## src/rtl/predec_pkg.sv

```systemverilog
package predec_pkg;
    localparam int unsigned CODE_W = 8;
    localparam int unsigned LEN_W  = 3;
    localparam int unsigned CYC_W  = 4;

    typedef enum logic [2:0] {
        MODE_INH = 3'd0,
        MODE_IMM = 3'd1,
        MODE_DIR = 3'd2,
        MODE_EXT = 3'd3,
        MODE_IDX = 3'd4,
        MODE_IDY = 3'd5
    } mode_t;

    typedef enum logic [1:0] {
        P_HEAD  = 2'd0,
        P_PAGED = 2'd1,
        P_OPER  = 2'd2
    } pstate_t;
endpackage

```

## src/rtl/pd_classify.sv

```systemverilog
module pd_classify
    import predec_pkg::*;
#(
    parameter logic [CODE_W-1:0] ABA_CODE = 8'h1B,
    parameter logic [CODE_W-1:0] ABX_CODE = 8'h3A
) (
    input  logic [CODE_W-1:0] code_i,
    input  logic              paged_i,
    output logic              legal_o,
    output mode_t             mode_o,
    output logic              wide_o,
    output logic              abx_o,
    output logic [1:0]        ops_o
);
    logic [3:0] hi, lo;
    logic       grp8, grp16;
    mode_t      mem_mode;

    always_comb begin
        hi    = code_i[7:4];
        lo    = code_i[3:0];
        grp8  = hi[3] && (lo == 4'h4 || lo == 4'h9 || lo == 4'hB);
        grp16 = (hi[3:2] == 2'b11) && (lo == 4'h3);
        case (hi[1:0])
            2'b00:   mem_mode = MODE_IMM;
            2'b01:   mem_mode = MODE_DIR;
            2'b10:   mem_mode = MODE_IDX;
            default: mem_mode = MODE_EXT;
        endcase

        legal_o = 1'b0;
        mode_o  = MODE_INH;
        wide_o  = 1'b0;
        abx_o   = 1'b0;
        if (code_i == ABX_CODE) begin
            legal_o = 1'b1;
            abx_o   = 1'b1;
        end else if (!paged_i && code_i == ABA_CODE) begin
            legal_o = 1'b1;
        end else if (grp8 || grp16) begin
            legal_o = !paged_i || (mem_mode == MODE_IDX);
            wide_o  = grp16 && legal_o;
            if (legal_o) mode_o = (paged_i) ? MODE_IDY : mem_mode;
        end

        case (mode_o)
            MODE_IMM: ops_o = wide_o ? 2'd2 : 2'd1;
            MODE_DIR: ops_o = 2'd1;
            MODE_EXT: ops_o = 2'd2;
            MODE_IDX: ops_o = 2'd1;
            MODE_IDY: ops_o = 2'd1;
            default:  ops_o = 2'd0;
        endcase
    end
endmodule

```

## src/rtl/pd_timing.sv

```systemverilog
module pd_timing
    import predec_pkg::*;
(
    input  mode_t            mode_i,
    input  logic             wide_i,
    input  logic             abx_i,
    input  logic             paged_i,
    output logic [CYC_W-1:0] cyc_o
);
    logic [CYC_W-1:0] base;

    always_comb begin
        case (mode_i)
            MODE_IMM: base = CYC_W'(2);
            MODE_DIR: base = CYC_W'(3);
            MODE_EXT: base = CYC_W'(4);
            MODE_IDX: base = CYC_W'(4);
            MODE_IDY: base = CYC_W'(5);
            default:  base = CYC_W'(2) + CYC_W'(abx_i) + CYC_W'(paged_i);
        endcase
        cyc_o = base + (wide_i ? CYC_W'(2) : CYC_W'(0));
    end
endmodule

```

## src/rtl/pd_predecoder.sv

```systemverilog
module pd_predecoder
    import predec_pkg::*;
#(
    parameter logic [CODE_W-1:0] PAGE_CODE = 8'h18
) (
    input  logic              clk,
    input  logic              rst,
    input  logic              in_valid,
    input  logic [CODE_W-1:0] in_byte,
    output logic              out_valid,
    output logic [CODE_W-1:0] out_opcode,
    output logic [2:0]        out_mode,
    output logic [LEN_W-1:0]  out_len,
    output logic [CYC_W-1:0]  out_cycles,
    output logic              out_illegal
);
    typedef struct packed {
        pstate_t           st;
        logic              paged;
        logic [CODE_W-1:0] opc;
        mode_t             mode;
        logic [1:0]        rem;
        logic [LEN_W-1:0]  len;
        logic [CYC_W-1:0]  cyc;
        logic              ov;
        logic [CODE_W-1:0] o_opc;
        mode_t             o_mode;
        logic [LEN_W-1:0]  o_len;
        logic [CYC_W-1:0]  o_cyc;
        logic              o_ill;
    } state_t;

    state_t state_d, state_q;

    logic             cls_paged;
    logic             cls_legal;
    mode_t            cls_mode;
    logic             cls_wide;
    logic             cls_abx;
    logic [1:0]       cls_ops;
    logic [CYC_W-1:0] cls_cyc;
    logic [LEN_W-1:0] len_now;

    assign cls_paged = (state_q.st == P_PAGED);

    pd_classify cls_i (
        .code_i  (in_byte),
        .paged_i (cls_paged),
        .legal_o (cls_legal),
        .mode_o  (cls_mode),
        .wide_o  (cls_wide),
        .abx_o   (cls_abx),
        .ops_o   (cls_ops)
    );

    pd_timing tim_i (
        .mode_i  (cls_mode),
        .wide_i  (cls_wide),
        .abx_i   (cls_abx),
        .paged_i (cls_paged),
        .cyc_o   (cls_cyc)
    );

    assign len_now = LEN_W'(1) + LEN_W'(cls_paged) + LEN_W'(cls_ops);

    always_comb begin
        state_d    = state_q;
        state_d.ov = 1'b0;
        if (in_valid) begin
            if (state_q.st == P_OPER) begin
                state_d.rem = state_q.rem - 2'd1;
                if (state_q.rem == 2'd1) begin
                    state_d.st     = P_HEAD;
                    state_d.paged  = 1'b0;
                    state_d.ov     = 1'b1;
                    state_d.o_opc  = state_q.opc;
                    state_d.o_mode = state_q.mode;
                    state_d.o_len  = state_q.len;
                    state_d.o_cyc  = state_q.cyc;
                    state_d.o_ill  = 1'b0;
                end
            end else if (state_q.st == P_HEAD && in_byte == PAGE_CODE) begin
                state_d.st    = P_PAGED;
                state_d.paged = 1'b1;
            end else if (!cls_legal) begin
                state_d.st     = P_HEAD;
                state_d.paged  = 1'b0;
                state_d.ov     = 1'b1;
                state_d.o_opc  = in_byte;
                state_d.o_mode = MODE_INH;
                state_d.o_len  = LEN_W'(1) + LEN_W'(cls_paged);
                state_d.o_cyc  = '0;
                state_d.o_ill  = 1'b1;
            end else if (cls_ops == 2'd0) begin
                state_d.st     = P_HEAD;
                state_d.paged  = 1'b0;
                state_d.ov     = 1'b1;
                state_d.o_opc  = in_byte;
                state_d.o_mode = cls_mode;
                state_d.o_len  = len_now;
                state_d.o_cyc  = cls_cyc;
                state_d.o_ill  = 1'b0;
            end else begin
                state_d.st   = P_OPER;
                state_d.opc  = in_byte;
                state_d.mode = cls_mode;
                state_d.len  = len_now;
                state_d.cyc  = cls_cyc;
                state_d.rem  = cls_ops;
            end
        end
    end

    always_ff @(posedge clk) begin
        if (rst) state_q <= '0;
        else     state_q <= state_d;
    end

    assign out_valid   = state_q.ov;
    assign out_opcode  = state_q.o_opc;
    assign out_mode    = state_q.o_mode;
    assign out_len     = state_q.o_len;
    assign out_cycles  = state_q.o_cyc;
    assign out_illegal = state_q.o_ill;
endmodule

```

## config.mk

```make
export PLATFORM = sky130hd
export DESIGN_NAME = pd_predecoder
export DESIGN_NICKNAME = d
export VERILOG_FILES = /design/src/rtl/predec_pkg.sv /design/src/rtl/pd_classify.sv /design/src/rtl/pd_timing.sv /design/src/rtl/pd_predecoder.sv
export SDC_FILE = /design/constraint.sdc
export NUM_CORES = 1
export LEC_CHECK = 0
export BUFFER_PORTS_ARGS = -buffer_cell sky130_fd_sc_hd__buf_4
export CORE_AREA = 2 2 81 83
export CTS_CLUSTER_DIAMETER = 40
export DETAILED_ROUTE_END_ITERATION = 10
export DIE_AREA = 0 0 83 85
export PLACE_DENSITY = 0.59
export SLEW_MARGIN = 20
export SYNTH_ARGS = -nofsm -noshare
export SYNTH_HDL_FRONTEND = slang
export SYNTH_SLANG_ARGS = --single-unit
```

## constraint.sdc

```tcl
create_clock -name clk -period 3.5 [get_ports clk]
set_clock_uncertainty 0.1 [all_clocks]
set_input_delay 0.175 -clock clk [delete_from_list [all_inputs] [get_ports clk]]
set_output_delay 0.175 -clock clk [all_outputs]
set_load 0.01 [all_outputs]
```

Yosys cells after proc, flatten, opt, wreduce, memory -nomap -nowiden
Index checks and enable logic that the tools add are counted.
W data, S select, Z words.
Storage, ports and cells
  bits in registers: 42
  input port bits: 11
  output and inout port bits: 20
  logic and storage cells: 97
Operators by class
  add/sub/neg operators: 6
  equal/unequal tests: 23
  muxes and demuxes: 31
  bitwise logic cells: 4
  reductions and logical operators: 21
Operator list (count)
  $mux W20: 4
  $mux W29: 1
  $mux W3: 9
  $mux W9: 2
  $eq A8 B5 Y1 const B: 2
  $pmux W4 S4: 1
  $eq A3 B3 Y1 const B: 3
  $pmux W3 S3: 1
  $eq A4 B4 Y1 const B: 2
  $eq A8 B6 Y1 const B: 1
  $mux W1: 8
  $mux W2: 4
  $reduce_and A4 Y1: 2
  $eq A2 B1 Y1 const B: 3
  $eq A2 B2 Y1 const B: 3
  $eq A3 B2 Y1 const B: 2
  $logic_not A2 Y1: 3
  $pmux W2 S3: 1
  $logic_and A1 B1 Y1: 5
  $reduce_and A5 Y1: 1
  $add A4 B1 Y4: 1
  $add A4 B4 Y4: 1
  $eq A4 B2 Y1 const B: 1
  $eq A4 B3 Y1 const B: 1
  other kinds (15): 23

Longest topological paths before layout
Gate-level depths: netlist of run 1.
  depth after elaboration: 16
  depth in mapped cells: 12
  depth with buffers taken out: 12

Modules after synthesis
A second synthesis of run 1 with hierarchy kept.
Second synthesis, totals
  cells, all modules: 291
  area, all modules: 2582.5 µm²
Modules (own cells, without submodules)
  pd_predecoder: instances 1, cells an instance 244, area an instance 2228.4 µm², sequential area each 840.8 µm²
  pd_classify: instances 1, cells an instance 35, area an instance 256.5 µm², sequential area each 0.0 µm²
  pd_timing: instances 1, cells an instance 12, area an instance 97.6 µm², sequential area each 0.0 µm²

Least setup slack after synthesis of run 1
No wires, ideal clock.
  path kind: input port to flip-flop
  start point: input port in_byte[1]
  end point: register state_q, in the netlist out_cycles[2]
  data arrival time: 2.320 ns
  data required time: 3.265 ns
  path slack: 0.945 ns
  cell stages on the path: 10
  cell sequence: buf_4 nor4b_2 a22o_1 nand2_1 o311ai_0 inv_1 ha_1 ha_1 a221oi_1 nor3_2
Between the ends
  cells in the longest elaborated chain, start to end: 16
Ends and longest elaborated chain
  start: declaration: RTL line pd_predecoder.sv:9  | input logic [CODE_W-1:0] in_byte,
  branches (longest 11 deep; another with $add A4 B1 Y4)
  $add A4 B4 Y4 (*): RTL line pd_timing.sv:21  | cyc_o = base + (wide_i ? CYC_W'(2) : CYC_W'(0));
  via cls_cyc[2]: RTL line pd_predecoder.sv:41  | logic [CYC_W-1:0] cls_cyc;
  $mux W20 (*): RTL line pd_predecoder.sv:94  | end else if (cls_ops == 2'd0) begin
  $mux W20 (*): RTL line pd_predecoder.sv:85  | end else if (!cls_legal) begin
  $mux W29 (*): RTL line pd_predecoder.sv:82  | end else if (state_q.st == P_HEAD && in_byte == PAGE_CODE) begin
  $mux W20 (*): RTL line pd_predecoder.sv:70  | if (state_q.st == P_OPER) begin
  end signal: assignment: RTL line pd_predecoder.sv:116  | else state_q <= state_d;
  end: declaration: RTL line pd_predecoder.sv:33  | state_t state_d, state_q;
Mark *: on every way through the listed nets, which the timed path passes. The select of a mux whose other input is x is not followed.
A chain may end at the register's enable or synchronous reset.

Worst setup path after layout of run 1
  start point: register state_q[41] in the netlist's numbering
  end point: register state_q, in the netlist out_cycles[2]
Between the ends
  cells in the longest elaborated chain, start to end: 15
Ends and longest elaborated chain
  $eq A2 B1 Y1 (*): RTL line pd_predecoder.sv:44  | assign cls_paged = (state_q.st == P_PAGED);
  $logic_not A1 Y1: RTL line pd_classify.sv:38, pd_classify.sv:41
  $logic_or A1 B1 Y1: RTL line pd_classify.sv:41  | legal_o = !paged_i || (mem_mode == MODE_IDX);
  $mux W3: RTL line pd_classify.sv:43  | if (legal_o) mode_o = (paged_i) ? MODE_IDY : mem_mode;
  $mux W3: RTL line pd_classify.sv:40  | end else if (grp8 || grp16) begin
  $mux W3: RTL line pd_classify.sv:38  | end else if (!paged_i && code_i == ABA_CODE) begin
  $mux W3: RTL line pd_classify.sv:35  | if (code_i == ABX_CODE) begin
  $eq A3 B2 Y1 / $eq A3 B3 Y1 (equally long branches): RTL line pd_timing.sv:13  | case (mode_i)
  $reduce_or A2 Y1 (no line)
  $pmux W4 S4: RTL line pd_timing.sv:13
  $add A4 B4 Y4 (*): RTL line pd_timing.sv:21
  via cls_cyc[2]: RTL line pd_predecoder.sv:41
  $mux W20 (*): RTL line pd_predecoder.sv:94
  $mux W20 (*): RTL line pd_predecoder.sv:85
  $mux W29 (*): RTL line pd_predecoder.sv:82
  $mux W20 (*): RTL line pd_predecoder.sv:70
The timed path passes the listed nets; every way through them passes the cells marked *. The select of a mux whose other input is x is not followed.

==> out/qor.yml, run 1 <==
run_status: "completed"
drc: 0
multi_input_area_sq_um: 1370
yosysTopAreaCell: "dfxtp_1"
power.net_switching_uw: 259
report.final.hold_viol_count: 0
power.share.clock: 0.328
final_nets: 299
viasPerCell: 5.50
synth_edf_count: 0
syn_avg_cell_area_sq_um: 9.15
comb_power_share: 0.158
clock_sinks: 42
path_buf_inv: 2
seqPwrFrac: 0.514
nFillCells: 614
grt_pass1_vias: 1845
regArea_sq_um: 841
clkTransAtPathRegs_ps: 80
drv_slew: 0
diodes: 0
gp_congestion: 0.838
die_width_um: 83
crit_path_cell_trace: "nor2b_4 -> inv_2 -> mux2_2 -> nand2_1 -> o311ai_0 -> inv_1 -> ha_1 -> ha_1 -> a221oi_1 -> nor3_2"
grt-ovfl-total: 0
min_period_over_period: 0.830
fin_setup_tns_ps: 0
cts_resized: 0
crit_required_ps: 3570
numCtsBuffers: 5
grt_max_degree: 43
maxClockFrequency_mhz: 344
cts_setup_buffers: 0
synth_top_area_share: 0.338
r2r-end: "out_cycles[2]"
placed_area_sq_um: 2590
drtAntennaViolNets: 0
die-height_um: 85
ir_drop_mv: 0.166
port_buffers: 30
rows: 29
synth_cells: 272
setup_viol: 0
ys_async_sr_fraction: 0
wire_per_inst_um: 14.9
synthesis.nets: 294
grt_pass1_wl_um: 9100
place_inst: 347
root_buffer: "clkbuf_8"
slowest_stage: "dfxtp_1"
reg2reg_depth: 10
drt_wl_total_um: 5310
ys_seq_area_frac: 0.338
cts_max_level: 2
path_class: "reg -> reg"
hold_depth: 3
dp_hpwl_um: 3750
antenna_found_initial: 0
endpoint_kind: "register"
drtIter0Drc: 84
ys_warn_count: 0
critPathMaxFanout: 12
hp-class: "in -> reg"
holdPathEnd: "state_q[34]"
power_density_nw_per_um2: 364
firstDrtPassIters: 4
synth_area_leaders: "dfxtp_1 (34%), nor2_1 (7.1%), buf_4 (6.3%)"
slew_headroom: 0.506
cpPeakStageDelay_ps: 440
rsz0062_at_grt: "false"
critPathLaunchType: "register"
switching_share: 0.266
max_cap_violations: 0
crit_path_frequent_cell: "ha_1"
clock_path_buffers: 2
coreArea_sq_um: 6200
holdCritStartpoint: "in_byte[2]"
syn_to_final_growth_pct: 7.64
drive_gt1_frac: 0.237
p_leak_uw: 0.000995
synth_cell_types: 55
ctsHoldBuffers: 0
grtUsageTotal: 0.158
fin_crit_ps: 2910
worstSetupStartpoint: "state_q[41]"
synthTopCellsByCount: "nor2_1 (47), dfxtp_1 (42), buf_4 (21)"
die_area_sq_um: 7060
tritoncts: "done"
critPathArrivalTime_ps: 2980
finalInstanceArea_sq_um: 2680
r2r_start: "state_q[41]"
clk_latency_ps: 290
ys_ff_latch: 42
worstMarginPinSlew_ps: 740
cp_top_family: "compound AO/OA/AOI/OAI gates"
initial_core_util: 0.401
yosys_most_used_dff: "dfxtp_1"
synth_area_sq_um: 2490
yosysMostFrequentCell: "nor2_1"
layout.cells.non_filler: 355
ioPinCount: 31
holdWs_ps: 80.2
rrSetupSlack_ps: 590
intPower_uw: 716
num_vias: 1952
==> logic make-up after synthesis <==
family,synth area share
AOI/OAI and AO/OA,0.206
adders and majority gates,0.0583
buffers and inverters,0.111
DFF,0.338
muxes,0.0663
and+or+nand+nor,0.221
==> worst register-to-register path: stages, from the launching register on <==
cell and delay [ps]:
dfxtp_1 440, nor2b_4 390, inv_2 120, mux2_2 260, nand2_1 60, o311ai_0 420
inv_1 90, ha_1 190, ha_1 290, a221oi_1 350, nor3_2 70
==> routing by layer <==
layer	track usage	up-vias	wire, um
li1	-	980	-
met1	0.208	923	2490
met2	0.246	39	2480
met3	0.0360	10	205
met4	0.0790	0	132
met5	0	-	0
==> area by class of cell <==
cell class	instances	area share
clock buffers	7	0.0322
inverters	10	0.0140
clock inverters	1	0.00187
flip-flops and latches	42	0.314
repair buffers	32	0.0896
well taps	77	0.0359
multi-input cells	186	0.513
==> cells in the final DEF, fill, tap and decap left out, drive strengths merged, types with 2 or more instances in the layout <==
cell type	count
a32oi	5
nand2	4
nor4b	2
dfxtp	42
buf	32
o21ai	6
inv	10
a21oi	12
clkbuf	7
nor2b	4
a211oi	7
ha	10
mux2i	15
nor3	19
and2	2
a31oi	3
nand2b	7
o21a	2
nor2	48
nand3	4
o22ai	2
a221oi	15
==> how the worst max path moves through the flow <==
| stage | cells past startpoint | slack [ps] | to |
|---|---|---|---|
| floorplan | 10 | 950 | out_cycles[2] |
| global placement | 10 | 690 | out_cycles[2] |
| detailed placement | 10 | 600 | out_cycles[2] |
| CTS | 10 | 590 | out_cycles[2] |
| global route | 10 | 370 | out_cycles[2] |
| finish | 10 | 590 | out_cycles[2] |
==> power by group through the flow <==
| stage | sequential, uW | combinational [uW] | clock [uW] |
|---|---|---|---|
| 4_1_cts | 501 | 156 | 332 |
| 3_3_place_gp | 512 | 155 | 0 |
| 3_5_place_dp | 512 | 155 | 0 |
| 2_1_floorplan | 511 | 120 | 0 |
| 5_1_grt | 503 | 171 | 353 |
| 6_report | 501 | 154 | 320 |
==> sequential cells by signal (all words and copies together), names as in the netlist <==
register     cells
out_cycles       4
out_illegal      1
out_len          3
out_mode         3
out_opcode       8
out_valid        1
state_q         22
==> through the flow <==
step / setup WS, ps / util / power, uW
3_5_place_dp: 598 / 0.417 / 668
3_3_place_gp: 689 / 0.417 / 667
6_report: 594 / 0.432 / 975
2_1_floorplan: 945 / - / 630
4_1_cts: 591 / 0.432 / 989
5_1_grt: 372 / 0.432 / 1030
(Power assumes the default switching activity.)
==> run 2: changes to the inputs <==
- ABC_AREA: not set -> 1
- CORE_AREA: 2 2 81 83 -> 2 2 84 86
- DIE_AREA: 0 0 83 85 -> 0 0 86 88
- PLACE_DENSITY: 0.59 -> 0.58
- clock period: 3.5 -> 2.77 ns (I/O delays scaled with it)
==> run 2 against run 1 <==
Final area increased by 7.9%. Final cell count increased by 38%. Worst hold slack got worse by 43 ps. Setup slack got worse by 340 ps. Sequential power increased by 27%. Via count increased by 17%. Clock power increased by 28%. Flip-flop and latch count unchanged. Combinational power increased by 43%. Critical path type is now in -> reg.
==> out/qor.yml, run 2 <==
run_status: "completed"
setup_viol: 0
tritoncts: "done"
max_cap_violations: 0
largest_register: "state_q"
slowest_stage: "dlygate4sd3_1"
power.net_switching_uw: 351
finalInstanceArea_sq_um: 2890
synth_area_leaders: "dfxtp_1 (32%), nand2_1 (12%), nor2_1 (11%)"
dp_hpwl_um: 4360
die_width_um: 86
coreArea_sq_um: 6640
drtIter0Drc: 78
root_buffer: "clkbuf_8"
endpoint_kind: "register"
drtAntennaViolNets: 0
num_vias: 2280
clk_latency_ps: 290
path_class: "in -> reg"
grt_pass1_wl_um: 9850
min_period_over_period: 0.910
critPathMaxFanout: 9
firstDrtPassIters: 4
ys_ff_latch: 42
drt_wl_total_um: 5810
rsz0062_at_grt: "true"
clock_sinks: 42
gp_congestion: 0.831
syn_to_final_growth_pct: 9.57
grt-ovfl-total: 0
numCtsBuffers: 5
worstMarginPinSlew_ps: 541
die-height_um: 88
drc: 0
ys_seq_area_frac: 0.318
crit_path_frequent_cell: "nor2_1"
port_buffers: 30
fin_crit_ps: 2520
viasPerCell: 4.66
diodes: 0
slew_headroom: 0.638
intPower_uw: 914
wire_per_inst_um: 11.9
final_common_cell: "nand2_1"
initial_core_util: 0.397
power.share.clock: 0.323
drv_slew: 0
synthesis.nets: 416
power_density_nw_per_um2: 437
critPathLaunchType: "input pin"
critPathArrivalTime_ps: 2620
switching_share: 0.278
yosysMostFrequentCell: "nand2_1"
clock_path_buffers: 2
grt_max_degree: 25
ys_async_sr_fraction: 0
holdWs_ps: 37.1
crit_path_cell_trace: "dlygate4sd3_1 -> buf_4 -> nor2_1 -> nand2_1 -> nand2_1 -> nand2_1 -> nand2_4 -> nand4_1 -> o211ai_1 -> ha_1 -> fa_1 -> o21ai_1 -> nor2_1 -> nor2_1 -> nor2_1"
cpPeakStageDelay_ps: 540
fin_setup_tns_ps: 0
synth_top_area_share: 0.318
ioPinCount: 31
largest_reg_flops: 22
synth_cells: 394
maxClockFrequency_mhz: 397
ir_drop_mv: 0.180
drive_gt1_frac: 0.178
placed_area_sq_um: 2780
mostFrequentLayoutCells: "nand2_1 (84), nor2_1 (80), inv_1 (42), dfxtp_1 (42), buf_4 (34)"
syn_avg_cell_area_sq_um: 6.70
ys_warn_count: 0
report.final.hold_viol_count: 0
p_leak_uw: 0.00140
grt_pass1_vias: 2047
synthTopCellsByCount: "nand2_1 (84), nor2_1 (80), dfxtp_1 (42), inv_1 (42), nand3_1 (26)"
yosys_most_used_dff: "dfxtp_1"
grtUsageTotal: 0.164
cts_max_level: 2
final_nets: 430
synth_edf_count: 0
antenna_found_initial: 0
synth_cell_types: 34
die_area_sq_um: 7570
crit_required_ps: 2870
clkTransAtPathRegs_ps: 90
synth_area_sq_um: 2640
hp-class: "in -> reg"
yosysTopAreaCell: "dfxtp_1"
comb_power_share: 0.174
seqPwrFrac: 0.503
rows: 30
==> run 2: worst paths after layout <==
kind	cells after the start	slack, ps	from	end
setup reg to reg	16	320	state_q[42]	out_len[1]
hold reg to reg	2	350	state_q[23]	state_q[23]
hold / removal	3	40	in_byte[3]	state_q[35]
setup / recovery	15	250	in_byte[0]	out_len[1]
==> run 2: kinds of logic after synthesis <==
logic type / Yosys count / synth area share
compound gates: 45 / 0.0934
fa+ha+maj: 11 / 0.0550
buf+inv: 80 / 0.156
flops: 42 / 0.318
simple gates: 216 / 0.377
==> run 2: cell type report <==
class                   count  area [sq um]
well taps                  80           100
multi-input cells         272          1390
clock inverters             1          5.00
clock buffers               7          86.3
flip-flops and latches     42           841
inverters                  51           195
repair buffers             36           275
fillers                   704          3750
==> run 2: per-stage QoR <==
step | total power [uW] | worst slack, ps | std cells | utilization
2_1_floorplan | 817 | 481 | 394 | -
3_3_place_gp | 868 | 333 | 479 | 0.418
3_5_place_dp | 869 | 289 | 479 | 0.418
4_1_cts | 1280 | 235 | 489 | 0.435
5_1_grt | 1340 | -46.9 | 489 | 0.435
6_report | 1270 | 250 | 489 | 0.435
==> run 2: power groups by stage <==
stage	Sequential (uW)	Clock (uW)	Combinational [uW]
after global routing	639	452	249
after floorplan	650	0	167
after CTS	637	422	221
final	636	409	220
after global placement	651	0	217
after detailed placement	651	0	218
==> run 2: routing by layer <==
metal | up-vias | global-route usage | share of wire
li1 | 1236 | - | -
met1 | 999 | 0.231 | 0.52
met2 | 41 | 0.258 | 0.44
met3 | 4 | 0.0302 | 0.035
met4 | 0 | 0.0433 | 0.0086
met5 | - | 0 | 0
==> run 2: worst max-delay path: cells and delay by family <==
| kind | cells | cell delay (ps) |
|---|---|---|
| fa+ha+maj | 2 | 630 |
| simple gates | 9 | 760 |
| compound gates | 2 | 390 |
| buf+inv | 2 | 700 |
==> run 2: what timing repair did <==
item / 4_1_cts / 5_1_grt
resized for setup: 0 / 2
endpoints found under the hold margin: 5 / 0
buffers inserted: 0 / 0
hold buffers: 2 / 0
setup endpoints to repair: 0 / 2
==> run 3: changes to the inputs <==
- CORE_AREA: 2 2 84 86 -> 2 2 71 73
- DIE_AREA: 0 0 86 88 -> 0 0 73 75
- PLACE_DENSITY: 0.58 -> 0.77
==> run 3 against run 2 <==
Setup slack worse by 16 ps. Register-to-register slack worse by 40 ps. Routed wire length shrank 4.2%. Fmax down 0.64%. Final cell count fell by 4.3%. Worst hold slack got worse by 8.5 ps. Largest cell class unchanged.
==> out/qor.yml, run 3 (synthesized netlist as in run 2, its figures left out) <==
mostFrequentLayoutCells: "nand2_1 (84), nor2_1 (80), inv_1 (42), dfxtp_1 (42), buf_4 (39)"
grt_pass1_vias: 2042
grt-ovfl-total: 0
drtIter0Drc: 139
largest_reg_flops: 22
path_class: "in -> reg"
report.final.hold_viol_count: 0
die_area_sq_um: 5480
hp-class: "in -> reg"
dp_slack_ps: 244
drt_wl_total_um: 5570
clk_latency_ps: 300
place_inst: 453
final_nets: 435
multi_input_area_sq_um: 1390
drive_gt1_frac: 0.191
grt_pass1_wl_um: 9450
ioPinCount: 31
critPathLaunchType: "input pin"
ir_drop_mv: 0.222
coreArea_sq_um: 4660
switching_share: 0.258
hold_depth: 3
layout.cells.non_filler: 468
fin_crit_ps: 2540
max_cap_violations: 0
comb_power_share: 0.156
power.share.clock: 0.406
intPower_uw: 1080
power.net_switching_uw: 376
maxClockFrequency_mhz: 394
seqPwrFrac: 0.437
grtUsageTotal: 0.224
diodes: 0
cts_max_level: 2
drc: 0
power_uw: 1460
firstDrtPassIters: 4
nFillCells: 465
drtAntennaViolNets: 0
dp_hpwl_um: 4090
setup_ws_ps: 234
clock_sinks: 42
final_common_cell: "nand2_1"
wire_per_inst_um: 11.9
gp_congestion: 0.980
syn_to_final_growth_pct: 11.5
reg2reg_depth: 15
p_leak_uw: 0.00145
port_buffers: 30
root_buffer: "clkbuf_8"
tritoncts: "done"
min_period_over_period: 0.915
die_width_um: 73
slew_headroom: 0.600
worstSetupStartpoint: "in_byte[0]"
power_density_nw_per_um2: 494
initial_core_util: 0.566
endpoint_kind: "register"
critPathMaxFanout: 7
critPathArrivalTime_ps: 2650
holdCritStartpoint: "in_byte[3]"
clkTransAtPathRegs_ps: 90
worstMarginPinSlew_ps: 598
grt_max_degree: 25
largest_register: "state_q"
drv_slew: 0
crit_required_ps: 2880
rows: 25
die-height_um: 75
run_status: "completed"
antenna_found_initial: 0
numCtsBuffers: 5
setup_viol: 0
clock_path_buffers: 2
regArea_sq_um: 841
r2r_start: "state_q[41]"
viasPerCell: 4.95
num_vias: 2315
## run 3: metal layers
layer | up-vias | GRT usage | routed length [um]
met1 | 1009 | 0.331 | 2890
met3 | 10 | 0.0321 | 194
met5 | - | 0 | 0
met2 | 44 | 0.325 | 2380
met4 | 0 | 0.0926 | 105
li1 | 1252 | - | -
## run 3: area by class of cell
| cell class | count | share of cell area |
|---|---|---|
| sequential | 42 | 0.286 |
| tap | 54 | 0.0230 |
| clock inverter | 3 | 0.0234 |
| inverter | 51 | 0.0663 |
| timing repair buffer | 41 | 0.106 |
| multi-input combinational | 272 | 0.472 |
| clock buffer | 5 | 0.0234 |
## run 3: metrics by stage
stage	TNS (ps)	util	hold WS, ps	area [sq um]
finish	0	0.631	28.6	2940
CTS	0	0.623	25.9	2900
detailed placement	0	0.589	273	2750
floorplan	0	-	101	2640
global route	-8.85	0.631	51.1	2940
global placement	0	0.589	263	2750
## run 3: worst max-delay path, stage by stage
cell	delay, ps
dlygate4sd3_1	550
buf_4	160
nor2_1	100
nand2_1	60
nand2_1	60
nand2_1	80
nand2_4	110
nand4_1	140
o211ai_1	280
ha_2	230
fa_1	420
o21ai_1	140
nor2_1	50
nor2_1	90
nor2_1	40
## run 3: path summary, 6_finish.rpt
| check | endpoint | slack (ps) |
|---|---|---|
| max | out_len[1] | 230 |
| min | state_q[35] | 30 |
| max reg2reg | out_len[1] | 280 |
| min reg2reg | state_q[26] | 350 |
## run 3: power by group through the flow
stage	clock network (uW)	registers, uW	logic, uW
2_1_floorplan	0	650	167
3_3_place_gp	0	650	213
3_5_place_dp	0	651	216
4_1_cts	597	637	220
5_1_grt	619	639	258
6_report	591	637	227
## run 3: what timing repair did
item	CTS	global route
hold buffers	2	0
hold endpoints to repair	7	0
setup endpoints to repair	0	1
resized for setup	0	2
setup buffers	0	5
